--- config.mk ---
export PLATFORM = sky130hd
export DESIGN_NAME = usb_ep_dma_req
export DESIGN_NICKNAME = d
export VERILOG_FILES = /design/src/rtl/uedr_pkg.sv /design/src/rtl/uedr_strobe_sel.sv /design/src/rtl/uedr_unit.sv /design/src/rtl/uedr_txn_cnt.sv /design/src/rtl/usb_ep_dma_req.sv
export SDC_FILE = /design/constraint.sdc
export NUM_CORES = 1
export LEC_CHECK = 0
export BUFFER_PORTS_ARGS = -buffer_cell sky130_fd_sc_hd__buf_2
export CAP_MARGIN = 20
export CORE_UTILIZATION = 25
export CTS_BUF_LIST = sky130_fd_sc_hd__clkbuf_8 sky130_fd_sc_hd__clkbuf_16
export DETAILED_ROUTE_END_ITERATION = 16
export MAX_ROUTING_LAYER = met4
export PLACE_DENSITY_LB_ADDON = 0.15
export SYNTH_ARGS = -nofsm -noshare
export SYNTH_HDL_FRONTEND = slang
export SYNTH_SLANG_ARGS = --single-unit
--- constraint.sdc ---
create_clock -name clk -period 5.1 [get_ports clk]
set_clock_uncertainty 0.1 [all_clocks]
set_input_delay 0.765 -clock clk [delete_from_list [all_inputs] [get_ports clk]]
set_output_delay 0.765 -clock clk [all_outputs]
set_load 0.05 [all_outputs]
--- src/rtl/uedr_pkg.sv ---
package uedr_pkg;
    typedef enum logic [1:0] {
        ST_IDLE   = 2'd0,
        ST_ACTIVE = 2'd1,
        ST_DONE   = 2'd2
    } uedr_st_e;
endpackage

--- src/rtl/uedr_strobe_sel.sv ---
module uedr_strobe_sel (
    input  logic one_strb,
    input  logic dir_rd,
    input  logic strb,
    input  logic rd_stb,
    input  logic wr_stb,
    output logic stb
);
    always_comb begin
        if (one_strb) stb = strb;
        else          stb = dir_rd ? rd_stb : wr_stb;
    end
endmodule

--- src/rtl/uedr_unit.sv ---
module uedr_unit #(
    parameter int CW = 11
) (
    input  logic          wide,
    input  logic [CW-1:0] remain,
    output logic          two,
    output logic          last
);
    always_comb begin
        two  = wide && (remain >= CW'(2));
        last = two ? (remain == CW'(2)) : (remain == CW'(1));
    end
endmodule

--- src/rtl/uedr_txn_cnt.sv ---
module uedr_txn_cnt #(
    parameter int TW = 8
) (
    input  logic          clk,
    input  logic          rst_n,
    input  logic          inc,
    output logic [TW-1:0] count
);
    logic [TW-1:0] cnt_d, cnt_q;

    always_comb begin
        cnt_d = cnt_q;
        if (inc) cnt_d = cnt_q + TW'(1);
    end

    always_ff @(posedge clk or negedge rst_n) begin
        if (!rst_n) cnt_q <= '0;
        else        cnt_q <= cnt_d;
    end

    assign count = cnt_q;
endmodule

--- src/rtl/usb_ep_dma_req.sv ---
module usb_ep_dma_req
    import uedr_pkg::*;
#(
    parameter int DW = 16,
    parameter int CW = 11,
    parameter int TW = 8
) (
    input  logic          clk,
    input  logic          rst_n,
    input  logic          cfg_burst,
    input  logic          cfg_dir_rd,
    input  logic          cfg_wide,
    input  logic          cfg_one_strb,
    input  logic          buf_ready,
    input  logic [CW-1:0] buf_bytes,
    input  logic [DW-1:0] buf_rdata,
    output logic          buf_pop,
    output logic          buf_push,
    output logic          buf_two,
    output logic [DW-1:0] buf_wdata,
    output logic          buf_done,
    output logic          buf_short,
    output logic          dma_req,
    input  logic          dma_ack,
    input  logic          dma_strb,
    input  logic          dma_rd_stb,
    input  logic          dma_wr_stb,
    output logic [DW-1:0] dma_rdata,
    input  logic [DW-1:0] dma_wdata,
    input  logic          dma_eot_in,
    output logic          dma_eot_out,
    output logic          dma_eot_oe,
    output logic [TW-1:0] txn_count
);
    localparam int HW = DW / 2;

    typedef struct packed {
        uedr_st_e      st;
        logic [CW-1:0] rem;
        logic          req;
    } regs_t;

    regs_t r_d, r_q;
    logic  stb_sel, unit_two, unit_last, xfer, closing;

    uedr_strobe_sel u_stb (
        .one_strb (cfg_one_strb),
        .dir_rd   (cfg_dir_rd),
        .strb     (dma_strb),
        .rd_stb   (dma_rd_stb),
        .wr_stb   (dma_wr_stb),
        .stb      (stb_sel)
    );

    uedr_unit #(.CW(CW)) u_unit (
        .wide   (cfg_wide),
        .remain (r_q.rem),
        .two    (unit_two),
        .last   (unit_last)
    );

    assign xfer    = r_q.req && dma_ack && stb_sel && buf_ready && (r_q.st == ST_ACTIVE);
    assign closing = xfer && (unit_last || (!cfg_dir_rd && dma_eot_in));

    always_comb begin
        r_d = r_q;
        case (r_q.st)
            ST_IDLE: begin
                if (buf_ready) begin
                    r_d.rem = buf_bytes;
                    r_d.st  = (buf_bytes == '0) ? ST_DONE : ST_ACTIVE;
                end
            end
            ST_ACTIVE: begin
                if (closing) begin
                    r_d.rem = '0;
                    r_d.st  = ST_DONE;
                end else if (xfer) begin
                    r_d.rem = r_q.rem - (unit_two ? CW'(2) : CW'(1));
                end
            end
            ST_DONE: begin
                if (!buf_ready) r_d.st = ST_IDLE;
            end
            default: r_d.st = ST_IDLE;
        endcase
        r_d.req = (r_d.st == ST_ACTIVE) && buf_ready && (r_d.rem != '0)
                  && !(xfer && !cfg_burst);
    end

    always_ff @(posedge clk or negedge rst_n) begin
        if (!rst_n) begin
            r_q.st  <= ST_IDLE;
            r_q.rem <= '0;
            r_q.req <= 1'b0;
        end else begin
            r_q <= r_d;
        end
    end

    uedr_txn_cnt #(.TW(TW)) u_txn (
        .clk   (clk),
        .rst_n (rst_n),
        .inc   (closing && cfg_dir_rd),
        .count (txn_count)
    );

    assign dma_req     = r_q.req;
    assign buf_pop     = xfer && cfg_dir_rd;
    assign buf_push    = xfer && !cfg_dir_rd;
    assign buf_two     = unit_two;
    assign buf_wdata   = unit_two ? dma_wdata : {{(DW-HW){1'b0}}, dma_wdata[HW-1:0]};
    assign dma_rdata   = unit_two ? buf_rdata : {{(DW-HW){1'b0}}, buf_rdata[HW-1:0]};
    assign buf_done    = closing;
    assign buf_short   = closing && !unit_last;
    assign dma_eot_oe  = cfg_dir_rd;
    assign dma_eot_out = cfg_dir_rd && (r_q.st == ST_ACTIVE) && r_q.req && unit_last;

    p_cs_drop_r2: assert property (@(posedge clk) disable iff (!rst_n)
        (xfer && !cfg_burst) |=> !dma_req);
    p_burst_hold_r3: assert property (@(posedge clk) disable iff (!rst_n)
        (xfer && cfg_burst && !closing && buf_ready) |=> dma_req);
    p_accept_ack_r5: assert property (@(posedge clk) disable iff (!rst_n)
        (buf_pop || buf_push) |-> (dma_ack && buf_ready && dma_req));
    p_eot_dir_r7: assert property (@(posedge clk) disable iff (!rst_n)
        dma_eot_out |-> dma_eot_oe);
    p_rd_close_eot_r7: assert property (@(posedge clk) disable iff (!rst_n)
        (buf_done && cfg_dir_rd) |-> dma_eot_out);
    p_after_close_r8: assert property (@(posedge clk) disable iff (!rst_n)
        buf_done |=> !dma_req);
    p_notready_r9: assert property (@(posedge clk) disable iff (!rst_n)
        !buf_ready |=> !dma_req);
    p_wr_no_count_r11: assert property (@(posedge clk) disable iff (!rst_n)
        (buf_done && !cfg_dir_rd) |=> $stable(txn_count));
endmodule

==> results.json, run 1 <==
{
  "status": "complete, no violations",
  "portBuffers": 70,
  "synthCells": 207,
  "most-common-layout-cells": "buf_2 (70), dfrtp_1 (22), nand2_1 (19)",
  "synthFlopType": "dfrtp_1",
  "gp_congestion": 0.833,
  "yosys.area_share.adder_pct": 3.94,
  "cp_data_required_time_ps": 5150,
  "ys_seq_area_share_pct": 30.9,
  "cp_max_fo": 18,
  "clk_path_buf_depth": 2,
  "hold_path.class": "in2async",
  "synth_top_family_by_area": "simple AND/OR/NAND/NOR gates",
  "final_hold_viol_count": 0,
  "rsz0062_at_grt": "no",
  "cts_setup_buffers": 0,
  "vdd_drop_max_uv": 133,
  "nFillCells": 750,
  "crit_path_cell_trace": "or4_1 -> or3_1 -> o21a_1 -> inv_1 -> ha_1 -> inv_1 -> fa_1 -> o31ai_1 -> a21oi_1 -> a221o_1 -> or4_1 -> nor4_1 -> a21oi_1",
  "grt_pass1_wl_um": 7760,
  "layout_commonest_cell": "buf_2",
  "max_freq_mhz": 229,
  "grt_max_degree": 23,
  "p_leak_uw": 0.00102,
  "cts-root-buf": "clkbuf_8",
  "drc_errors": 0,
  "max_stage_delay_ps": 600,
  "regToRegSetupSlack_ps": 730,
  "hpwl_um": 4000,
  "vias_per_cell": 4.74,
  "tightest_slew_ps": 660,
  "dieArea_um2": 7460,
  "routedWlPerCell_um": 14.4,
  "antenna_left": 0,
  "grt_overflow": 0,
  "row_count": 30,
  "first_pass_iters": 4,
  "fin_crit_sh_pct": 85.8,
  "core_area_um2": 6830,
  "cts.clk_slew.worst_paths_ps": 100,
  "groute.usage.overall_pct": 14.0,
  "cap_violations": 0,
  "die_y_um": 86.4,
  "reg2reg_from": "r_q[8]",
  "cp.arrival_ps": 4420,
  "synth.net_count": 267,
  "synth_top_cell_by_area": "dfrtp_1",
  "layout.nets": 322,
  "cts_tree": "yes",
  "synth_edf_count": 0,
  "final.setup.tns_ps": 0,
  "dr_total_vias": 1693,
  "synthTopCellsByArea": "dfrtp_1 (31%), buf_4 (7.6%), and2_1 (6.0%)",
  "ys_types": 57,
  "netlist_area_um2": 1780,
  "reg2reg_to": "dma_req",
  "synth-seq-cells": 22,
  "muxShareOfSynthArea_pct": 1.26,
  "post_cts_resized": 0,
  "p_per_area_nw_per_um2": 419,
  "synth-xor-area-share_pct": 4.43,
  "synthToLayoutAreaGrowth_pct": 22.3,
  "h-tree-depth": 1,
  "start_kind": "flip-flop",
  "synth_top_area_share_pct": 30.9,
  "chipWidth_um": 86.4,
  "endpoint": "dma_req",
  "holdBufCountCts": 0,
  "avgSynthCellArea_um2": 8.60,
  "async_flop_share_pct": 100,
  "io_pins": 103,
  "crit_type": "reg2reg",
  "diodes": 0,
  "setup_viol": 0,
  "synthSimpleGateAreaFrac_pct": 32.5,
  "grt_pass1_vias": 1491,
  "slew_violations": 0,
  "cpMaxStageDelayCell": "or4_1",
  "cts.sinks": 22,
  "relSlewSlack_pct": 54.9,
  "r2r_cells": 13,
  "cts_buffers": 3,
  "yosysWarningCount": 0,
  "clk-insertion-delay-late_ps": 270,
  "drive_gt1_share_pct": 36.4,
  "synth_compound_area_share_pct": 16.7,
  "finalWirelength_um": 5130,
  "period_minus_slack_ps": 4370,
  "fin_hold_ws_ps": 359,
  "cp-end-kind": "flip-flop",
  "drtIter0Drc": 86,
  "worst_setup_path_startpoint": "r_q[8]",
  "antenna_found_initial": 0,
  "start_util_pct": 26.1
}
-- Yosys cell counts (2+ instances only) --
library cell and number:
a21oi_1 10, a31oi_1 2, and2_1 17, and3_1 4
buf_4 18, clkbuf_1 2, dfrtp_1 22, ha_1 4
inv_1 6, mux2_2 2, nand2_1 19, nand2b_1 4
nand3b_1 2, nand4_1 3, nor2_1 9, nor3_1 5
nor3b_1 3, nor4_1 6, o2111ai_1 2, o211ai_1 2
o21a_1 2, o21ai_0 6, o21ai_1 4, or2_2 3
or2b_2 5, or3_1 4, or4_1 4, xnor2_1 8
-- metal layers --
layer | GRT usage (%) | vias up | share of wire (%)
li1 | - | 837 | -
met1 | 20.3 | 770 | 49
met2 | 19.8 | 80 | 42
met3 | 1.81 | 6 | 8.5
met4 | 4.70 | 0 | 1.1
met5 | - | - | 0
-- layout make-up --
| type | instances | area (um^2) | share of cell area, % |
|---|---|---|---|
| Tap cell | 96 | 120 | 5.51 |
| Inverter | 6 | 22.5 | 1.03 |
| Multi-Input combinational cell | 157 | 1050 | 48.1 |
| Sequential cell | 22 | 551 | 25.3 |
| Timing Repair Buffer | 72 | 365 | 16.8 |
| Clock inverter | 1 | 30.0 | 1.38 |
| Clock buffer | 3 | 41.3 | 1.90 |
-- critical path, delay by kind of cell, from the launching register on --
kind / cells / cell delay (ps)
AO/OA/AOI/OAI: 5 / 1080
adder cells (fa/ha/maj): 2 / 640
buffers and inverters: 2 / 250
flip-flops: 1 / 450
AND/OR/NAND/NOR: 4 / 1730
-- report_power, final --
group	internal, uW	total (uW)	switching [uW]
combinational	176	458	283
clock	105	173	68.4
sequential	220	280	60.4
total	500	912	412
-- worst min-delay path by stage --
| stage | end | slack (ps) |
|---|---|---|
| after floorplan | dma_req | 370 |
| after global placement | u_txn.count[7] | 360 |
| after detailed placement | u_txn.count[7] | 360 |
| after CTS | u_txn.count[7] | 380 |
| after global routing | u_txn.count[7] | 400 |
| final | r_q[8] | 360 |
-- cell families (layout without fill, tap and decap cells) --
group | count (synthesis) | in the layout
DFF | 22 | 22
and+or+nand+nor | 98 | 98
xor gates and xnor gates | 9 | 9
adders and majority gates | 5 | 5
muxes | 2 | 2
AOI/OAI and AO/OA | 43 | 43
buffers and inverters | 28 | 82
-- sequential cells by signal, summed over array words and instances (netlist names) --
name         flops
r_q             13
dma_req          1
u_txn.count      8
-- metrics by stage --
step	area, um^2	util (%)	std cells	worst slack, ps	total power, uW
4_1_cts	2180	31.9	357	744	911
5_1_grt	2180	31.9	357	476	974
6_report	2180	31.9	357	727	912
2_1_floorplan	1780	-	207	684	646
3_5_place_dp	2110	30.8	353	766	737
3_3_place_gp	2110	30.8	353	844	745
No activity file was read; power rests on OpenSTA's default activity.
==> run 2: changes to the inputs <==
--- a/config.mk
+++ b/config.mk
@@ -7,6 +7,8 @@
 export LEC_CHECK = 0
 export BUFFER_PORTS_ARGS = -buffer_cell sky130_fd_sc_hd__buf_2
 export CAP_MARGIN = 20
+export CORE_ASPECT_RATIO = 0.6
+export CORE_MARGIN = 2
 export CORE_UTILIZATION = 25
 export CTS_BUF_LIST = sky130_fd_sc_hd__clkbuf_8 sky130_fd_sc_hd__clkbuf_16
 export DETAILED_ROUTE_END_ITERATION = 16
==> results.json, run 2 (synthesis gave the netlist of run 1 again) <==
{
  "status": "finished, violations left",
  "violations": "DRC",
  "max_freq_mhz": 229,
  "first_pass_iters": 10,
  "drc_errors": 10,
  "diodes": 0,
  "p_sw_share_pct": 43.5,
  "p_int_uw": 552,
  "start_util_pct": 26.2,
  "grt_max_degree": 23,
  "p_switching_uw": 426,
  "top_register": "r_q",
  "finalWirelength_um": 5430,
  "vias_per_cell": 4.87,
  "cts.sinks": 22,
  "groute.usage.overall_pct": 13.8,
  "antenna_found_initial": 0,
  "power.share.combinational_pct": 47.4,
  "clk-insertion-delay-late_ps": 260,
  "cp-end-kind": "flip-flop",
  "hold_path.class": "in2async",
  "grt_pass1_wl_um": 8180,
  "cp.arrival_ps": 4400,
  "hpwl_um": 4380,
  "period_minus_slack_ps": 4360,
  "relSlewSlack_pct": 46.9,
  "start_kind": "flip-flop",
  "layoutNonFillerInstCount": 348,
  "holdBufCountCts": 0,
  "rsz0062_at_grt": "no",
  "cts_tree": "yes",
  "tightest_slew_ps": 776,
  "cap_violations": 0,
  "largest_register_ffs": 13,
  "layout_commonest_cell": "buf_2",
  "cpMaxStageDelayCell": "or4_1",
  "clk_path_buf_depth": 2,
  "dr_total_vias": 1696,
  "io_pins": 103,
  "drive_gt1_share_pct": 36.4,
  "dp_cells": 344,
  "h-tree-depth": 1,
  "routedWlPerCell_um": 15.6,
  "cp_data_required_time_ps": 5140,
  "crit_path_cell_trace": "or4_1 -> or3_1 -> o21a_1 -> inv_1 -> ha_1 -> inv_1 -> fa_1 -> o31ai_1 -> a21oi_1 -> a221o_1 -> or4_1 -> nor4_1 -> a21oi_1",
  "p_per_area_nw_per_um2": 444,
  "layout.nets": 322,
  "die_y_um": 69.4,
  "grt_overflow": 0,
  "most-common-layout-cells": "buf_2 (70), dfrtp_1 (22), nand2_1 (19)",
  "slew_violations": 0,
  "cts_setup_buffers": 0,
  "cts-root-buf": "clkbuf_16",
  "post_cts_resized": 0,
  "cp_max_fo": 18,
  "grt_pass1_vias": 1498,
  "max_stage_delay_ps": 610,
  "antenna_left": 0,
  "core_area_um2": 6790,
  "nFillCells": 729,
  "row_count": 23,
  "portBuffers": 70,
  "cts.clk_slew.worst_paths_ps": 60,
  "fin_crit_sh_pct": 85.6,
  "final.setup.tns_ps": 0,
  "power_frac_clock_pct": 23.3,
  "synthToLayoutAreaGrowth_pct": 23.6,
  "p_leak_uw": 0.00104,
  "seqPwrFrac_pct": 29.3,
  "drtIter0Drc": 93,
  "dieArea_um2": 7840,
  "fin_hold_ws_ps": 373,
  "crit_type": "reg2reg",
  "vdd_drop_max_uv": 136,
  "setup_viol": 0,
  "chipWidth_um": 113,
  "cts_buffers": 3,
  "gp_congestion": 0.803,
  "final_hold_viol_count": 0
}
run 2: final timing paths:
kind / endpoint / slack, ps / startpoint / cells past startpoint
worst max-delay path: dma_req / 740 / r_q[8] / 13
worst min-delay path: u_txn.count[7] / 370 / rst_n / 1
worst max register to register: dma_req / 740 / r_q[8] / 13
worst min register to register: u_txn.count[7] / 380 / u_txn.count[7] / 1
max in group asynchronous: r_q[6] / 4180 / rst_n / 1
min in group clk: u_txn.count[7] / 380 / u_txn.count[7] / 1
run 2: final cells by class:
cell class | count | area [um^2] | area share [%]
tap | 87 | 109 | 4.95
clock buffer | 3 | 75.1 | 3.41
timing repair buffer | 72 | 365 | 16.6
inverter | 6 | 22.5 | 1.02
sequential | 22 | 551 | 25.0
multi-input combinational | 157 | 1050 | 47.6
clock inverter | 1 | 30.0 | 1.36
run 2: routing by layer:
layer | vias up | share of wire, % | GRT usage, %
met5 | - | 0 | -
met4 | 0 | 0.18 | 2.17
met3 | 2 | 8.7 | 3.85
met2 | 72 | 37 | 17.1
met1 | 787 | 54 | 21.8
li1 | 835 | - | -
run 2: critical path, delay by kind of cell, from the launching register on:
kind | cells | cell delay, ps
adder cells (fa/ha/maj) | 2 | 640
AO/OA/AOI/OAI | 5 | 1090
flip-flops | 1 | 430
AND/OR/NAND/NOR | 4 | 1720
buffers and inverters | 2 | 260
run 2: stage by stage:
step                      cell area (um^2)  power, uW  util, %  setup WS (ps)
after global routing                  2200       1050     32.4            415
final                                 2200        977     32.4            737
after floorplan                       1780        646        -            684
after global placement                2100        760     30.9            802
after CTS                             2200        976     32.4            726
after detailed placement              2100        749     30.9            735
run 2: power by group through the flow:
stage	Combinational (uW)	Clock, uW	Sequential, uW
2_1_floorplan	365	0	280
3_3_place_gp	474	0	286
3_5_place_dp	461	0	288
4_1_cts	462	230	285
5_1_grt	512	240	296
6_report	463	228	286
